--- config.mk ---
export PLATFORM = sky130hd
export DESIGN_NAME = autobaud_detect
export DESIGN_NICKNAME = d
export VERILOG_FILES = /design/src/rtl/abd_pkg.sv /design/src/rtl/abd_sync.sv /design/src/rtl/abd_meas.sv /design/src/rtl/abd_reload.sv /design/src/rtl/autobaud_detect.sv
export SDC_FILE = /design/constraint.sdc
export NUM_CORES = 1
export LEC_CHECK = 0
export ABC_CLOCK_PERIOD_IN_PS = 4050
export BUFFER_PORTS_ARGS = -buffer_cell sky130_fd_sc_hd__buf_2
export CAP_MARGIN = 25
export CORE_ASPECT_RATIO = 1.5
export CORE_MARGIN = 2
export CORE_UTILIZATION = 50
export DETAILED_ROUTE_END_ITERATION = 6
export GPL_TIMING_DRIVEN = 0
export PLACE_DENSITY = 0.68
export SLEW_MARGIN = 20
export SYNTH_ARGS = -nofsm -noshare
export SYNTH_HDL_FRONTEND = slang
export SYNTH_SLANG_ARGS = --single-unit
--- constraint.sdc ---
create_clock -name clk -period 4.05 [get_ports clk]
set_input_delay 0.405 -clock clk [delete_from_list [all_inputs] [get_ports clk]]
set_output_delay 0.405 -clock clk [all_outputs]
set_load 0.05 [all_outputs]
--- src/rtl/abd_pkg.sv ---
package abd_pkg;

    typedef enum logic [1:0] {
        ST_IDLE,
        ST_HUNT,
        ST_MEAS,
        ST_LOCK
    } abd_state_e;

    typedef struct packed {
        logic rise;
        logic fall;
    } abd_edge_t;

    // Two's-complement negation, used to turn a count into an up-counter reload.
    function automatic logic [31:0] abd_negate(input logic [31:0] v);
        return ~v + 32'd1;
    endfunction

endpackage

--- src/rtl/abd_sync.sv ---
module abd_sync #(
    parameter int SYNC_STAGES = 2
) (
    input  logic                clk,
    input  logic                rst,
    input  logic                rxd,
    output abd_pkg::abd_edge_t  edges
);
    logic [SYNC_STAGES-1:0] chain;
    logic                   prev;
    logic                   line;

    generate
        if (SYNC_STAGES == 1) begin : g_one
            always_ff @(posedge clk) begin
                if (rst) chain <= '1;
                else     chain <= rxd;
            end
        end else begin : g_many
            always_ff @(posedge clk) begin
                if (rst) chain <= '1;
                else     chain <= {chain[SYNC_STAGES-2:0], rxd};
            end
        end
    endgenerate

    assign line = chain[SYNC_STAGES-1];

    always_ff @(posedge clk) begin
        if (rst) prev <= 1'b1;
        else     prev <= line;
    end

    always_comb begin
        edges.rise = line & ~prev;
        edges.fall = ~line & prev;
    end
endmodule

--- src/rtl/abd_meas.sv ---
module abd_meas #(
    parameter int CNT_W     = 24,
    parameter int NUM_EDGES = 8,
    parameter int TIMEOUT   = 1000000
) (
    input  logic               clk,
    input  logic               rst,
    input  logic               arm,
    input  abd_pkg::abd_edge_t edges,
    output logic               finish,
    output logic [CNT_W-1:0]   span,
    output logic               done,
    output logic               echo_req
);
    import abd_pkg::*;

    localparam int EW  = $clog2(NUM_EDGES + 1);
    localparam int ESH = $clog2(NUM_EDGES);
    localparam logic [CNT_W-1:0] TMO = CNT_W'(TIMEOUT);

    abd_state_e       state;
    logic [CNT_W-1:0] total, gap, lim, bitper, blank;
    logic [CNT_W-1:0] tot_nx, gap_nx;
    logic [EW-1:0]    edge_cnt;
    logic             edge_any, expired;

    always_comb begin
        tot_nx   = total + 1'b1;
        gap_nx   = gap + 1'b1;
        edge_any = edges.rise | edges.fall;
        expired  = (tot_nx >= TMO);
        finish   = (state == ST_MEAS) && !arm && !expired && edge_any
                   && (edge_cnt == EW'(NUM_EDGES - 1));
        span     = tot_nx;
    end

    always_ff @(posedge clk) begin
        if (rst) begin
            state    <= ST_IDLE;
            total    <= '0;
            gap      <= '0;
            lim      <= '0;
            bitper   <= '0;
            blank    <= '0;
            edge_cnt <= '0;
            done     <= 1'b0;
            echo_req <= 1'b0;
        end else begin
            done     <= 1'b0;
            echo_req <= 1'b0;
            if (arm) begin
                state <= ST_HUNT;
            end else begin
                case (state)
                    ST_HUNT: if (edges.fall) begin
                        state    <= ST_MEAS;
                        total    <= '0;
                        gap      <= '0;
                        edge_cnt <= '0;
                    end
                    ST_MEAS: begin
                        total <= tot_nx;
                        gap   <= gap_nx;
                        if (expired) begin
                            state <= ST_HUNT;
                        end else if (edge_any) begin
                            gap      <= '0;
                            edge_cnt <= edge_cnt + 1'b1;
                            if (edge_cnt == '0) lim <= gap_nx + (gap_nx >> 1);
                            if (finish) begin
                                state    <= ST_LOCK;
                                done     <= 1'b1;
                                echo_req <= 1'b1;
                                bitper   <= tot_nx >> ESH;
                                blank    <= (tot_nx >> ESH) + (tot_nx >> (ESH + 1));
                            end
                        end else if (edge_cnt != '0 && gap_nx > lim) begin
                            state <= ST_HUNT;
                        end
                    end
                    ST_LOCK: begin
                        if (blank != '0) begin
                            blank <= blank - 1'b1;
                        end else if (edges.fall) begin
                            echo_req <= 1'b1;
                            blank    <= (bitper << 3) + bitper + (bitper >> 1);
                        end
                    end
                    default: ;
                endcase
            end
        end
    end


    done_pulse_chk: assert property (@(posedge clk) disable iff (rst)
        done |=> !done);

    echo_with_done_chk: assert property (@(posedge clk) disable iff (rst)
        done |-> echo_req);

    done_source_chk: assert property (@(posedge clk) disable iff (rst)
        done |-> $past(state) == ST_MEAS);

    meas_bound_chk: assert property (@(posedge clk) disable iff (rst)
        state == ST_MEAS |-> total < TMO);

    gap_bound_chk: assert property (@(posedge clk) disable iff (rst)
        (state == ST_MEAS && edge_cnt != '0) |-> gap <= lim);
endmodule

--- src/rtl/abd_reload.sv ---
module abd_reload #(
    parameter int CNT_W = 24,
    parameter int RLD_W = 16,
    parameter int SHIFT = 7
) (
    input  logic             clk,
    input  logic             rst,
    input  logic             load,
    input  logic [CNT_W-1:0] span,
    output logic [RLD_W-1:0] reload
);
    import abd_pkg::*;

    logic [31:0] per_tick;

    assign per_tick = 32'(span) >> SHIFT;

    always_ff @(posedge clk) begin
        if (rst)       reload <= '0;
        else if (load) reload <= RLD_W'(abd_negate(per_tick));
    end
endmodule

--- src/rtl/autobaud_detect.sv ---
module autobaud_detect #(
    parameter int CNT_W       = 24,
    parameter int RLD_W       = 16,
    parameter int NUM_EDGES   = 8,
    parameter int OVERSAMPLE  = 16,
    parameter int SYNC_STAGES = 2,
    parameter int TIMEOUT     = 1000000
) (
    input  logic             clk,
    input  logic             rst,
    input  logic             rxd,
    input  logic             arm,
    output logic             done,
    output logic [RLD_W-1:0] reload,
    output logic             echo_req
);
    import abd_pkg::*;

    localparam int SHIFT = $clog2(NUM_EDGES) + $clog2(OVERSAMPLE);

    abd_edge_t        edges;
    logic             finish;
    logic [CNT_W-1:0] span;

    abd_sync #(.SYNC_STAGES(SYNC_STAGES)) u_sync (
        .clk(clk), .rst(rst), .rxd(rxd), .edges(edges)
    );

    abd_meas #(.CNT_W(CNT_W), .NUM_EDGES(NUM_EDGES), .TIMEOUT(TIMEOUT)) u_meas (
        .clk(clk), .rst(rst), .arm(arm), .edges(edges),
        .finish(finish), .span(span), .done(done), .echo_req(echo_req)
    );

    abd_reload #(.CNT_W(CNT_W), .RLD_W(RLD_W), .SHIFT(SHIFT)) u_reload (
        .clk(clk), .rst(rst), .load(finish), .span(span), .reload(reload)
    );


    reset_clear_chk: assert property (@(posedge clk)
        rst |=> (!done && !echo_req && reload == '0));

    reload_hold_chk: assert property (@(posedge clk) disable iff (rst)
        !$stable(reload) |-> done);
endmodule

==> impl_metrics.csv <==
group,metric,value,unit
timing,slew_headroom,0.3235,
setup_path,end_kind,"flip-flop",
placement,place.detailed.hpwl,27740,um
timing,tightest_slew,1.015,ns
setup_path,critPathLaunchType,"flip-flop",
floorplanning,core_area,0.02366,mm2
layout,regArea,0.002933,mm2
floorplanning,die_w,130.5,um
setup_path,worst_ep_arrival_time,4.34,ns
grt,antenna_found_initial,0,
power,p_leak,0.006208,uW
worst_hold_path,hp-class,"input pin to flip-flop",
route,via_count,11335,
grt,grt_overflow,0,
floorplanning,die_h,193.8,um
grt,first_global_vias,11152,
yosys,netlist_area,0.01201,mm2
route,via_per_inst,5.966,
yosys,avgSynthCellArea,8.172,um2
timing,skew,0.01143,ns
grt,grt_max_degree,17,
placement,place_congestion,0.9522,
power,powerDensity,243.2,mW/mm2
grt,grtUsageTotal,0.2933,
floorplanning,start_util,0.5075,
placement,portBuffers,21,
timing,maxSlewViolCount,0,
route,routed_wl,37100,um
clocking,cts_buffer_depth,2,
clocking,clkLatencyLatePin,0.45,ns
timing,fin_ws,0.07228,ns
floorplanning,dieArea,0.02529,mm2
yosys,synth_fp_nets,1615,
clocking,cts_hold_buf,0,
yosys,synth_edf_count,0,
setup_path,cp_max_fo,7,
timing,rsz0062_at_grt,"yes",
clocking,ctsHtreeMaxLevel,4,
layout,nNetsFinal,1714,
clocking,cts_buffers,17,
layout,num_antenna_cells,0,
yosys,ys_dominant_reg_cell,"dfxtp_1",
route,wl_per_cell,19.53,um
timing,timing.final.crit_share,0.9822,
yosys,synth_seq_area_share,0.2401,
layout,drive_gt1_frac,0.1917,
yosys,ys_ff_latch,144,
layout,final_core_util,0.6003,
clocking,clk_pin_slew,0.06,ns
placement,place_ws,-0.7489,ns
layout,area_growth,18.28,%
yosys,synthArstFlopShare,0,
yosys,synth_warnings,0,
clocking,cts_root_buffer,"clkbuf_16",
yosys,yosysUniqueCellTypes,85,
floorplanning,io_pins,22,
flow_run,drv_cap,0,
outcome,status,"completed",
timing,fmax,251.4,MHz
grt,grt_pass1_wl,57410,um
layout,multi_input_area,0.009047,mm2
timing,setup_tns,0,ns
route,drtAntennaViolNets,0,
route,drcViolationCount,0,
clocking,cts_tree,"built",
timing,final.min_clock_period,3.978,ns
setup_path,crit_required,4.41,ns
yosys,syn_inst,1469,
timing,final-setup-viol-count,0,
floorplanning,rows,69,
layout,fillers,2158,
power,ir_drop,312.8,uV
setup_path,path_class,"flip-flop to flip-flop",
clocking,cts.sinks,144,
timing,hold_viol_final,0,
route,drt_pass1_iterations,7,
route,initialDrtViolationCount,644,
[final timing paths]
path                                      start                to  slack [ns]  depth (start not counted)
worst max-delay path            u_meas.total[9]  u_meas.blank[20]        0.07                         16
worst min-delay path                        rxd   u_sync.chain[0]        0.15                          2
worst min register to register  u_sync.chain[0]   u_sync.chain[1]        0.41                          1
worst max register to register  u_meas.total[9]  u_meas.blank[20]        0.07                         16
[cells by family (layout without fill, tap and decap cells)]
kind of cell,Yosys count,count (layout),synth area share
adder cells (fa/ha/maj),142,142,0.1605
multiplexers,14,14,0.01167
AND/OR/NAND/NOR,508,508,0.2095
buffers and inverters,138,250,0.05148
flip-flops,144,144,0.2401
XOR/XNOR,122,122,0.09057
AO/OA/AOI/OAI,401,401,0.2362
[layer usage]
layer | track usage | wire length (um) | vias up
met5 | 0 | 0 | -
met2 | 0.5409 | 19470 | 284
li1 | - | - | 5488
met4 | 0.1974 | 2877 | 0
met1 | 0.2983 | 13700 | 5415
met3 | 0.03808 | 1051 | 148
[what timing repair did]
action,in CTS,in global routing
buffers inserted,23,37
setup endpoints to repair,117,114
gates resized for setup,87,83
pin swaps,17,37
[Yosys cell counts, types with 6 or more instances]
library cell  number  area share
and2_1             6      0.0031
a22oi_1           22       0.014
o21ai_1            7      0.0029
ha_1             122        0.13
nor4_1            10      0.0052
nand4_1           20       0.010
a311oi_1           9      0.0066
a211oi_2          33       0.034
nand2b_1          12      0.0063
buf_2             12      0.0050
fa_1              20       0.033
o21bai_1           6      0.0038
nand3b_1           8      0.0050
nor2b_1           11      0.0057
and3_1            18      0.0094
or2_2              8      0.0042
a211oi_1          18       0.011
a21o_1            38       0.024
buf_6              6      0.0056
nand2_1          131       0.041
xnor2_1           72       0.053
o21ai_0           58       0.024
nand3_1           49       0.020
dfxtp_1          144        0.24
nor3_1            30       0.013
a31oi_1           18      0.0094
nor2_1           156       0.049
or3_1             15      0.0078
and4_1             7      0.0051
buf_4              7      0.0044
mux2i_1           14       0.012
a21oi_1          106       0.044
xor2_1            49       0.036
o211ai_1          21       0.013
o21a_1             8      0.0050
clkbuf_1          35       0.011
inv_1             76       0.024
[flip-flops by register name, summed over array words and instances (netlist names)]
name and count:
u_meas.bitper 21, u_meas.blank 24, u_meas.done 1, u_meas.echo_req 1
u_meas.edge_cnt 4, u_meas.gap 24, u_meas.lim 24, u_meas.state 2
u_meas.total 24, u_reload.reload 16, u_sync.chain 2, u_sync.prev 1
[worst max-delay path: stages (launching register included)]
cell and delay (ns):
dfxtp_4 0.39, nand4_1 0.19, buf_4 0.20, nor4_4 0.42, nand4_4 0.28, xor2_4 0.27
inv_2 0.12, ha_2 0.31, a21o_1 0.17, a21o_1 0.18, a21o_1 0.20, a21oi_2 0.19
o21ai_4 0.12, o311a_1 0.32, nor3_2 0.17, o41ai_1 0.12, a311oi_1 0.25
[cell type report]
type / instances / share of cell area
multi-input cells: 1187 / 0.6371
flip-flops and latches: 144 / 0.2065
repair buffers: 81 / 0.04000
clock buffers: 26 / 0.03445
well taps: 319 / 0.02811
plain buffers: 61 / 0.02802
inverters: 76 / 0.02009
clock inverters: 6 / 0.005639
[power by group]
| group | internal (uW) | leakage [uW] | switching [uW] |
|---|---|---|---|
| Combinational | 124 | 0.00475 | 300 |
| Clock | 952 | 0.000282 | 646 |
| Sequential | 1420 | 0.00117 | 11.4 |
| Total | 2500 | 0.00621 | 958 |
[stage by stage]
step                      hold WS [ns]  total power (uW)  cell area [um2]  instances
final                           0.1471              3453            14200       1900
after global routing            0.1494              3543            14200       1900
after CTS                       0.1427              3446            13660       1864
after detailed placement        0.3984              1875            12530       1809
after global placement          0.3986              1874            12530       1809
after floorplan                 0.3895              1743            12020       1469
[cell usage in the layout (no fill, tap or decap), types with 15 or more instances in the layout]
| master | n |
|---|---|
| a211oi_1 | 16 |
| a211oi_2 | 35 |
| a21o_1 | 38 |
| a21oi_1 | 102 |
| a22oi_1 | 22 |
| a31oi_1 | 16 |
| buf_2 | 26 |
| buf_4 | 64 |
| clkbuf_1 | 36 |
| clkbuf_16 | 17 |
| dfxtp_1 | 124 |
| fa_1 | 19 |
| ha_1 | 113 |
| inv_1 | 71 |
| nand2_1 | 131 |
| nand3_1 | 45 |
| nand4_1 | 20 |
| nor2_1 | 146 |
| nor3_1 | 27 |
| o211ai_1 | 21 |
| o21ai_0 | 52 |
| or3_1 | 15 |
| xnor2_1 | 61 |
| xor2_1 | 40 |
No activity file was read; power rests on OpenSTA's default activity.
